**config.mk**
```make
export PLATFORM = sky130hd
export DESIGN_NAME = spi_sr_writer
export DESIGN_NICKNAME = d
export VERILOG_FILES = /design/src/rtl/spi_sr_pkg.sv /design/src/rtl/spi_sr_sync.sv /design/src/rtl/spi_sr_frame.sv /design/src/rtl/spi_sr_core.sv /design/src/rtl/spi_sr_writer.sv
export SDC_FILE = /design/constraint.sdc
export NUM_CORES = 1
export LEC_CHECK = 0
export BUFFER_PORTS_ARGS = -buffer_cell sky130_fd_sc_hd__buf_2
export CAP_MARGIN = 20
export CORE_AREA = 5 5 92 68
export CTS_CLUSTER_SIZE = 20
export DETAILED_ROUTE_END_ITERATION = 16
export DIE_AREA = 0 0 97 73
export GPL_TIMING_DRIVEN = 0
export PLACE_DENSITY = 0.6
export SLEW_MARGIN = 0
export SYNTH_ARGS = -nofsm -noshare
export SYNTH_HDL_FRONTEND = slang
export SYNTH_SLANG_ARGS = --single-unit
```
**constraint.sdc**
```tcl
create_clock -name clk -period 2.1 [get_ports clk]
set_clock_uncertainty 0.15 [all_clocks]
set_input_delay 0.42 -clock clk [delete_from_list [all_inputs] [get_ports clk]]
set_output_delay 0.42 -clock clk [all_outputs]
set_load 0.01 [all_outputs]
```
**src/rtl/spi_sr_pkg.sv**
```systemverilog
package spi_sr_pkg;
   localparam int          BYTE_W   = 8;
   localparam logic [7:0]  OPC_WREN = 8'h06;
   localparam logic [7:0]  OPC_WRSR = 8'h01;
   localparam logic [7:0]  OPC_RDSR = 8'h05;

   // Writable part of the status byte
   typedef struct packed {
      logic       lock;      // status bit 7
      logic [3:0] prot;      // status bits 5..2
   } sr_cfg_t;

   typedef enum logic [1:0] {
      CMD_NONE,
      CMD_WREN,
      CMD_WRSR
   } cmd_ev_t;
endpackage

```
**src/rtl/spi_sr_sync.sv**
```systemverilog
module spi_sr_sync #(
   parameter int              STAGES = 2,
   parameter int              WIDTH  = 4,
   parameter logic [WIDTH-1:0] IDLE  = '0
) (
   input  logic             clk,
   input  logic             rst_n,
   input  logic [WIDTH-1:0] async_i,
   output logic [WIDTH-1:0] sync_o
);
   localparam int PIPE_W = STAGES * WIDTH;

   if (STAGES < 2) begin : g_bad_stages
      $error("spi_sr_sync: STAGES must be at least 2");
   end

   logic [PIPE_W-1:0] pipe;

   if (STAGES == 2) begin : g_two
      always_ff @(posedge clk or negedge rst_n) begin
         if (!rst_n) pipe <= {2{IDLE}};
         else        pipe <= {pipe[WIDTH-1:0], async_i};
      end
   end else begin : g_deep
      always_ff @(posedge clk or negedge rst_n) begin
         if (!rst_n) pipe <= {STAGES{IDLE}};
         else        pipe <= {pipe[PIPE_W-WIDTH-1:0], async_i};
      end
   end

   assign sync_o = pipe[PIPE_W-1 -: WIDTH];
endmodule

```
**src/rtl/spi_sr_frame.sv**
```systemverilog
module spi_sr_frame
   import spi_sr_pkg::*;
(
   input  logic        clk,
   input  logic        rst_n,
   input  logic        sel_low,
   input  logic        sel_fall,
   input  logic        sel_rise,
   input  logic        sck_rise,
   input  logic        sck_fall,
   input  logic        di_s,
   input  logic [7:0]  status_i,
   output cmd_ev_t     cmd_o,
   output sr_cfg_t     wr_val_o,
   output logic        do_o
);
   localparam int FRAME_BITS = 2 * BYTE_W;
   localparam int CNT_SAT    = FRAME_BITS + 1;
   localparam int CNT_W      = $clog2(CNT_SAT + 1);

   logic [CNT_W-1:0] bit_cnt;
   logic [7:0]       shreg;
   logic [7:0]       opcode_q;
   logic [2:0]       out_idx;
   logic             do_q;
   logic             rd_active;

   assign rd_active = sel_low && (bit_cnt >= CNT_W'(BYTE_W)) && (opcode_q == OPC_RDSR);

   always_ff @(posedge clk or negedge rst_n) begin
      if (!rst_n) begin
         bit_cnt  <= '0;
         shreg    <= '0;
         opcode_q <= '0;
      end else if (sel_fall) begin
         bit_cnt  <= '0;
         opcode_q <= '0;
      end else if (sel_low && sck_rise) begin
         shreg <= {shreg[6:0], di_s};
         if (bit_cnt != CNT_W'(CNT_SAT))
            bit_cnt <= bit_cnt + 1'b1;
         if (bit_cnt == CNT_W'(BYTE_W - 1))
            opcode_q <= {shreg[6:0], di_s};
      end
   end

   always_ff @(posedge clk or negedge rst_n) begin
      if (!rst_n) begin
         out_idx <= '0;
         do_q    <= 1'b0;
      end else if (!sel_low) begin
         out_idx <= '0;
         do_q    <= 1'b0;
      end else if (sck_fall && rd_active) begin
         do_q    <= status_i[3'd7 - out_idx];
         out_idx <= out_idx + 1'b1;
      end
   end

   always_comb begin
      cmd_o = CMD_NONE;
      if (sel_rise) begin
         if (bit_cnt == CNT_W'(BYTE_W) && opcode_q == OPC_WREN)
            cmd_o = CMD_WREN;
         else if (bit_cnt == CNT_W'(FRAME_BITS) && opcode_q == OPC_WRSR)
            cmd_o = CMD_WRSR;
      end
   end

   assign wr_val_o = '{lock: shreg[7], prot: shreg[5:2]};
   assign do_o     = do_q;
endmodule

```
**src/rtl/spi_sr_core.sv**
```systemverilog
module spi_sr_core
   import spi_sr_pkg::*;
#(
   parameter int WRITE_CYCLES = 64
) (
   input  logic       clk,
   input  logic       rst_n,
   input  cmd_ev_t    cmd_i,
   input  sr_cfg_t    wr_val_i,
   input  logic       wp_n_s,
   output logic [7:0] status_o,
   output logic       busy_o
);
   localparam int TMR_W = (WRITE_CYCLES > 1) ? $clog2(WRITE_CYCLES) : 1;

   if (WRITE_CYCLES < 1) begin : g_bad_cycles
      $error("spi_sr_core: WRITE_CYCLES must be at least 1");
   end

   sr_cfg_t          cfg_q;
   sr_cfg_t          cfg_pend;
   logic             wel_q;
   logic             busy_q;
   logic [TMR_W-1:0] tmr;
   logic             hw_locked;

   assign hw_locked = cfg_q.lock && !wp_n_s;

   always_ff @(posedge clk or negedge rst_n) begin
      if (!rst_n) begin
         cfg_q    <= '0;
         cfg_pend <= '0;
         wel_q    <= 1'b0;
         busy_q   <= 1'b0;
         tmr      <= '0;
      end else if (busy_q) begin
         if (tmr == '0) begin
            busy_q <= 1'b0;
            wel_q  <= 1'b0;
            cfg_q  <= cfg_pend;
         end else begin
            tmr <= tmr - 1'b1;
         end
      end else begin
         unique case (cmd_i)
            CMD_WREN: wel_q <= 1'b1;
            CMD_WRSR: begin
               if (wel_q && !hw_locked) begin
                  busy_q   <= 1'b1;
                  tmr      <= TMR_W'(WRITE_CYCLES - 1);
                  cfg_pend <= wr_val_i;
               end
            end
            default: ;
         endcase
      end
   end

   assign status_o = {cfg_q.lock, 1'b0, cfg_q.prot, wel_q, busy_q};
   assign busy_o   = busy_q;
endmodule

```
**src/rtl/spi_sr_writer.sv**
```systemverilog
module spi_sr_writer
   import spi_sr_pkg::*;
#(
   parameter int SYNC_STAGES  = 2,
   parameter int WRITE_CYCLES = 64
) (
   input  logic       clk,
   input  logic       rst_n,
   input  logic       spi_sck,
   input  logic       spi_cs_n,
   input  logic       spi_di,
   input  logic       spi_wp_n,
   output logic       spi_do,
   output logic [7:0] status_o,
   output logic       busy_o
);
   // pin bundle order: {wp_n, di, cs_n, sck}
   localparam logic [3:0] PIN_IDLE = 4'b1010;

   logic [3:0] pins_s;
   logic       sck_d, cs_d;
   logic       sck_rise, sck_fall, cs_rise, cs_fall;
   cmd_ev_t    cmd;
   sr_cfg_t    wr_val;

   spi_sr_sync #(
      .STAGES (SYNC_STAGES),
      .WIDTH  (4),
      .IDLE   (PIN_IDLE)
   ) u_sync (
      .clk     (clk),
      .rst_n   (rst_n),
      .async_i ({spi_wp_n, spi_di, spi_cs_n, spi_sck}),
      .sync_o  (pins_s)
   );

   always_ff @(posedge clk or negedge rst_n) begin
      if (!rst_n) begin
         sck_d <= 1'b0;
         cs_d  <= 1'b1;
      end else begin
         sck_d <= pins_s[0];
         cs_d  <= pins_s[1];
      end
   end

   assign sck_rise =  pins_s[0] && !sck_d;
   assign sck_fall = !pins_s[0] &&  sck_d;
   assign cs_rise  =  pins_s[1] && !cs_d;
   assign cs_fall  = !pins_s[1] &&  cs_d;

   spi_sr_frame u_frame (
      .clk      (clk),
      .rst_n    (rst_n),
      .sel_low  (!pins_s[1]),
      .sel_fall (cs_fall),
      .sel_rise (cs_rise),
      .sck_rise (sck_rise),
      .sck_fall (sck_fall),
      .di_s     (pins_s[2]),
      .status_i (status_o),
      .cmd_o    (cmd),
      .wr_val_o (wr_val),
      .do_o     (spi_do)
   );

   spi_sr_core #(
      .WRITE_CYCLES (WRITE_CYCLES)
   ) u_core (
      .clk      (clk),
      .rst_n    (rst_n),
      .cmd_i    (cmd),
      .wr_val_i (wr_val),
      .wp_n_s   (pins_s[3]),
      .status_o (status_o),
      .busy_o   (busy_o)
   );
endmodule

```
==> results of run 1 <==
==> registers in the layout (all words and copies together), names as in the netlist <==
register,flops
u_frame.opcode_q,8
u_frame.shreg,8
u_sync.pipe,8
u_core.tmr,6
u_core.cfg_pend,5
u_core.status_o,5
u_frame.bit_cnt,5
u_frame.out_idx,3
cs_d,1
sck_d,1
u_core.busy_o,1
u_core.wel_q,1
u_frame.do_o,1
==> cells in the mapped netlist, types with 3 or more instances <==
| cell | instances |
|---|---|
| clkbuf_1 | 3 |
| or3_1 | 3 |
| nand4_1 | 3 |
| mux2i_1 | 3 |
| dfstp_2 | 5 |
| inv_1 | 8 |
| nor2b_1 | 3 |
| o32a_1 | 3 |
| nor2_1 | 9 |
| xor2_1 | 5 |
| ha_1 | 6 |
| buf_4 | 3 |
| dfrtp_1 | 48 |
| mux2_2 | 18 |
| a21oi_1 | 8 |
| nor3_1 | 4 |
| nand2_1 | 4 |
| o21ai_0 | 5 |
| a22o_1 | 7 |
==> per-stage QoR <==
step / total power [mW] / cell area [µm²] / hold slack, ns / setup slack, ns
4_1_cts: 1.80 / 2580 / 0.0468 / -0.192
6_report: 1.77 / 2590 / 0.0566 / -0.182
5_1_grt: 1.86 / 2590 / 0.0333 / -0.223
3_5_place_dp: 1.25 / 2470 / 0.189 / -0.190
2_1_floorplan: 1.19 / 2280 / -0.0256 / -0.0707
3_3_place_gp: 1.24 / 2450 / 0.187 / -0.139
==> cell type report <==
class / count / area [µm²]
plain buffers: 8 / 50.0
fillers: 490 / 2850
inverters: 8 / 30.0
clock buffers: 8 / 80.1
multi-input cells: 110 / 898
repair buffers: 17 / 108
flip-flops and latches: 53 / 1330
well taps: 75 / 93.8
==> final timing paths <==
kind / startpoint / to / slack, ns / cells after the start
min reg2reg: u_sync.pipe[2] / u_sync.pipe[6] / 0.21 / 0
max: u_frame.opcode_q[5] / u_frame.out_idx[2] / -0.18 / 5
min: spi_cs_n / u_sync.pipe[1] / 0.06 / 1
max reg2reg: u_frame.opcode_q[5] / u_frame.out_idx[2] / -0.18 / 5
max in group asynchronous: rst_n / u_sync.pipe[3] / 0.83 / 3
min in group asynchronous: rst_n / u_frame.do_o / 0.39 / 2
==> timing repair <==
item,4_1_cts,5_1_grt
hold buffers,1,0
resized for setup,3,4
hold endpoints to repair,11,0
pin swaps,3,2
buffers inserted,1,0
endpoints found under the setup margin,12,19
==> layer usage <==
metal,track usage,vias up,part of all wire
li1,-,685,-
met1,0.172,712,0.48
met2,0.191,29,0.45
met3,0.0478,6,0.051
met4,0.0389,0,0.011
met5,0,-,0
==> critical path, stage by stage, from the launching register on <==
cell,delay (ns)
dfrtp_1,0.39
or4_4,0.54
or3b_1,0.37
buf_6,0.15
or4_4,0.48
a21oi_2,0.15
==> cell families (layout without fill, tap and decap cells) <==
family	after synthesis	after routing
AND/OR/NAND/NOR	44	44
flip-flops	53	53
adder cells (fa/ha/maj)	6	6
multiplexers	22	22
other	1	1
AO/OA/AOI/OAI	30	30
buffers and inverters	16	41
XOR/XNOR	7	7
==> power by group <==
group          internal [mW]  total [mW]  switching [mW]
Sequential              1.08        1.13          0.0523
Combinational         0.0516       0.102          0.0501
Clock                  0.237       0.537           0.300
Total                   1.36        1.77           0.402
==> metrics, run 1 <==
status complete, but fails checks; violated checks setup timing; Cells after Synth 179; CTS root buf clkbuf_8; most common cell after layout, fill and taps aside dfrtp_1; TNS Setup -0.419 ns; die area approximately 7100 µm²; top cell type's share of synthesized area 0.528; XOR/XNOR Fraction of Synth Area 0.0269; leading area contributor after synthesis dfrtp_1; drt first pass iters 5; Cell Area, Synth 2280 µm²; Finished Core Util 0.477; Iter 0 DRT Violations 53; clk sinks 53; Antenna Nets Post-Route 0; Vias/cell 5.13; RePlAce Congestion 0.806; CTS clock-pin slew for the worst setup and hold paths about 0.09 ns; total track usage 0.127; post-synthesis sequential area ratio 0.585; commonest non-fill, non-tap cells in the layout dfrtp_1 (48), mux2_2 (18), buf_2 (15); VDD IR max ~0.36 mV; post-route insts no fill 279; RSZ-0062 raised after global routing true; area delta synth->final 13.9%; Hold Vio Cnt, Final 0; final worst path period need 2.28 ns; DRC viols 0; Seq cells post-synth 53; share of cells above drive strength 1 0.284; crit path DAT 2.37 ns; ANT cells 0; relative slew slack 0.600; FMAX between 400 and 500 MHz; CTS H-tree lvls 2; type of origin of the critical path flip-flop; syn_nets 191; Yosys warning total 0; Post-DP HPWL 2950 µm; Cell Pwr Density 681 nW/µm²; CP Max Fanout 8; TritonCTS Buffers 5; initial antenna violation count 0; share of synthesized flip-flops with an asynchronous set or reset 1.00; clk buf depth 2; multiplexer share of the synthesized area 0.112; final worst setup slack -0.182 ns; ys flop type dfrtp_1; Post-Route WL 4070 µm; Synth Area in Compound Gates 0.0929; nets@finish approximately 220; Chip Height 73 µm; largest family of logic cells by synthesized area simple AND/OR/NAND/NOR gates; Simple-Gate Fraction of Synth Area 0.115; Worst EP required 2.19 ns; largest net degree at the start of global routing 41; CTS tree done; gr ovfl total 0; io pins 16; vias in the first global route approximately 1,500; WS Path Type flip-flop to flip-flop; dpl cells around 270; num rows 23; Synth area leaders dfrtp_1 (53%), mux2_2 (8.9%), dfstp_2 (5.8%), ha_1 (3.3%), a22o_1 (2.7%); average wire per standard cell 14.6 µm; clock latency on the worst-skew pair 0.30 ns; area share of fa/ha/maj cells after synthesis 0.0330; period utilization 1.09; syn avg cell area 12.7 µm²; DR vias 1,432; # setup viols final 8; worst min path class input port to flip-flop; Die W approximately 97 µm; maxcap violations 0; first-pass GRT wire length roughly 7200 µm; Cell variety after synth 41; Worst Setup End Kind flip-flop; Tightest Pin Transition 0.599 ns; Port Buf Inserts 14; Initial Utilization 0.418; Pleak between 1 and 1.5 nW; Slew Viols, Final 0; EDFF count, synth 0; Placeable Area about 5400 µm²
Power figures use the tool's default switching activity.
==> run 2, diff against run 1 <==
--- a/config.mk
+++ b/config.mk
@@ -6,13 +6,13 @@
 export NUM_CORES = 1
 export LEC_CHECK = 0
 export BUFFER_PORTS_ARGS = -buffer_cell sky130_fd_sc_hd__buf_2
-export CAP_MARGIN = 20
-export CORE_AREA = 5 5 92 68
+export CORE_AREA = 5 5 103 76
 export CTS_CLUSTER_SIZE = 20
 export DETAILED_ROUTE_END_ITERATION = 16
-export DIE_AREA = 0 0 97 73
+export DIE_AREA = 0 0 108 81
 export GPL_TIMING_DRIVEN = 0
-export PLACE_DENSITY = 0.6
+export PLACE_DENSITY = 0.49
+export SKIP_CTS_REPAIR_TIMING = 1
 export SLEW_MARGIN = 0
 export SYNTH_ARGS = -nofsm -noshare
 export SYNTH_HDL_FRONTEND = slang
==> metrics, run 2 (same netlist as run 1, synthesis figures left out) <==
clk buf depth 2; Port Buf Inserts 14; maxcap violations 0; ANT cells 0; final worst path period need 2.23 ns; type of origin of the critical path flip-flop; RSZ-0062 raised after global routing true; Iter 0 DRT Violations 77; Place WS -0.176 ns; gr ovfl total 0; Chip Height 81 µm; die area 8750 µm²; DRC viols 0; Slew Viols, Final 0; Pleak 1.21 nW; WS Path Type flip-flop to flip-flop; nets@finish 216; CTS root buf clkbuf_8; Hold Vio Cnt, Final 0; dominant cell type by count on the critical path or4_4; total power 1.92 mW; Die W 108 µm; area delta synth->final 16.5%; Vias/cell 4.87; average wire per standard cell 14.5 µm; # setup viols final 4; period utilization 1.06; final worst setup slack -0.130 ns; status complete, but fails checks; RePlAce Congestion approximately 0.73; commonest non-fill, non-tap cells in the layout dfrtp_1 (48), mux2_2 (18), buf_2 (15); Hold WS 0.0472 ns; Cell Pwr Density just over 700 nW/µm²; clock latency on the worst-skew pair approximately 0.31 ns; io pins 16; crit path DAT 2.33 ns; num rows 25; Tightest Pin Transition 0.599 ns; Finished Core Util 0.400; CP peak stage delay 0.53 ns; Worst Setup End Kind flip-flop; CTS clock-pin slew for the worst setup and hold paths ~0.10 ns; clk sinks 53; Post-DP HPWL 3040 µm; worst min path class input port to flip-flop; Layout fillers 660; violated checks setup timing; FMAX 448 MHz; drt first pass iters 4; most common cell after layout, fill and taps aside dfrtp_1; Design Area, Final 2650 µm²; CP Max Fanout 9; VDD IR max about 0.35 mV; Placeable Area ~6600 µm²; first-pass GRT wire length 7250 µm; DR vias approximately 1,500; CP startpoint u_frame.opcode_q[5]; largest net degree at the start of global routing 54; HP Start spi_cs_n; initial antenna violation count 0; area post-placement approximately 2500 µm²; Cell Chain, Critical Path or4_4 -> or3b_1 -> buf_6 -> or4_4 -> a21oi_2; Slowest-stage cell, CP or4_4; CTS tree done; relative slew slack 0.601; share of cells above drive strength 1 0.298; worst r2r src u_frame.opcode_q[5]; total track usage 0.108; Antenna Nets Post-Route 0; Initial Utilization 0.343; CTS H-tree lvls 2; TritonCTS Buffers 5; Worst EP required 2.20 ns; Regs by FF count u_frame.opcode_q: 8 flops, u_frame.shreg: 8 flops, u_sync.pipe: 8 flops; vias in the first global route 1,443; Post-Route WL approximately 4300 µm
[run 2: path summary, 6_finish.rpt]
| path | endpoint | slack [ns] | depth (start not counted) |
|---|---|---|---|
| max in group asynchronous | u_sync.pipe[1] | 0.76 | 3 |
| hold / removal | u_sync.pipe[1] | 0.05 | 1 |
| min in group asynchronous | u_sync.pipe[0] | 0.45 | 2 |
| setup reg to reg | u_frame.out_idx[2] | -0.13 | 5 |
| hold reg to reg | u_sync.pipe[7] | 0.20 | 0 |
| setup / recovery | u_frame.out_idx[2] | -0.13 | 5 |
[run 2: critical path, delay by kind of cell, from the launching register on]
kind	cells	cell delay, ns
AOI/OAI and AO/OA	1	0.12
buffers and inverters	1	0.15
and+or+nand+nor	3	1.37
DFF	1	0.38
[run 2: through the flow]
| stage | instances | TNS [ns] |
|---|---|---|
| detailed placement | 287 | -1.50 |
| floorplan | 179 | -0.0707 |
| global placement | 287 | -1.47 |
| finish | 299 | -0.172 |
| CTS | 295 | -1.84 |
| global route | 299 | -1.42 |
[run 2: final cells by class]
| cell class | count | area, µm² | area share |
|---|---|---|---|
| tap | 94 | 118 | 0.0444 |
| buffer | 8 | 50.0 | 0.0189 |
| clock inverter | 2 | 35.0 | 0.0132 |
| sequential | 53 | 1330 | 0.503 |
| multi-input combinational | 110 | 898 | 0.339 |
| timing repair buffer | 18 | 115 | 0.0434 |
| clock buffer | 6 | 72.6 | 0.0274 |
| inverter | 8 | 30.0 | 0.0113 |
[run 2: layer usage]
layer	track usage	up-vias	wire length [µm]
li1	-	694	-
met2	0.156	35	1860
met3	0.0294	7	236
met1	0.152	721	2170
met5	0	-	0
met4	0.0454	0	76
[run 2: power breakdown]
part | switching (mW) | internal, mW | leakage [nW]
logic | 0.0515 | 0.0520 | 0.453
registers | 0.0537 | 1.08 | 0.704
clock network | 0.329 | 0.354 | 0.0552
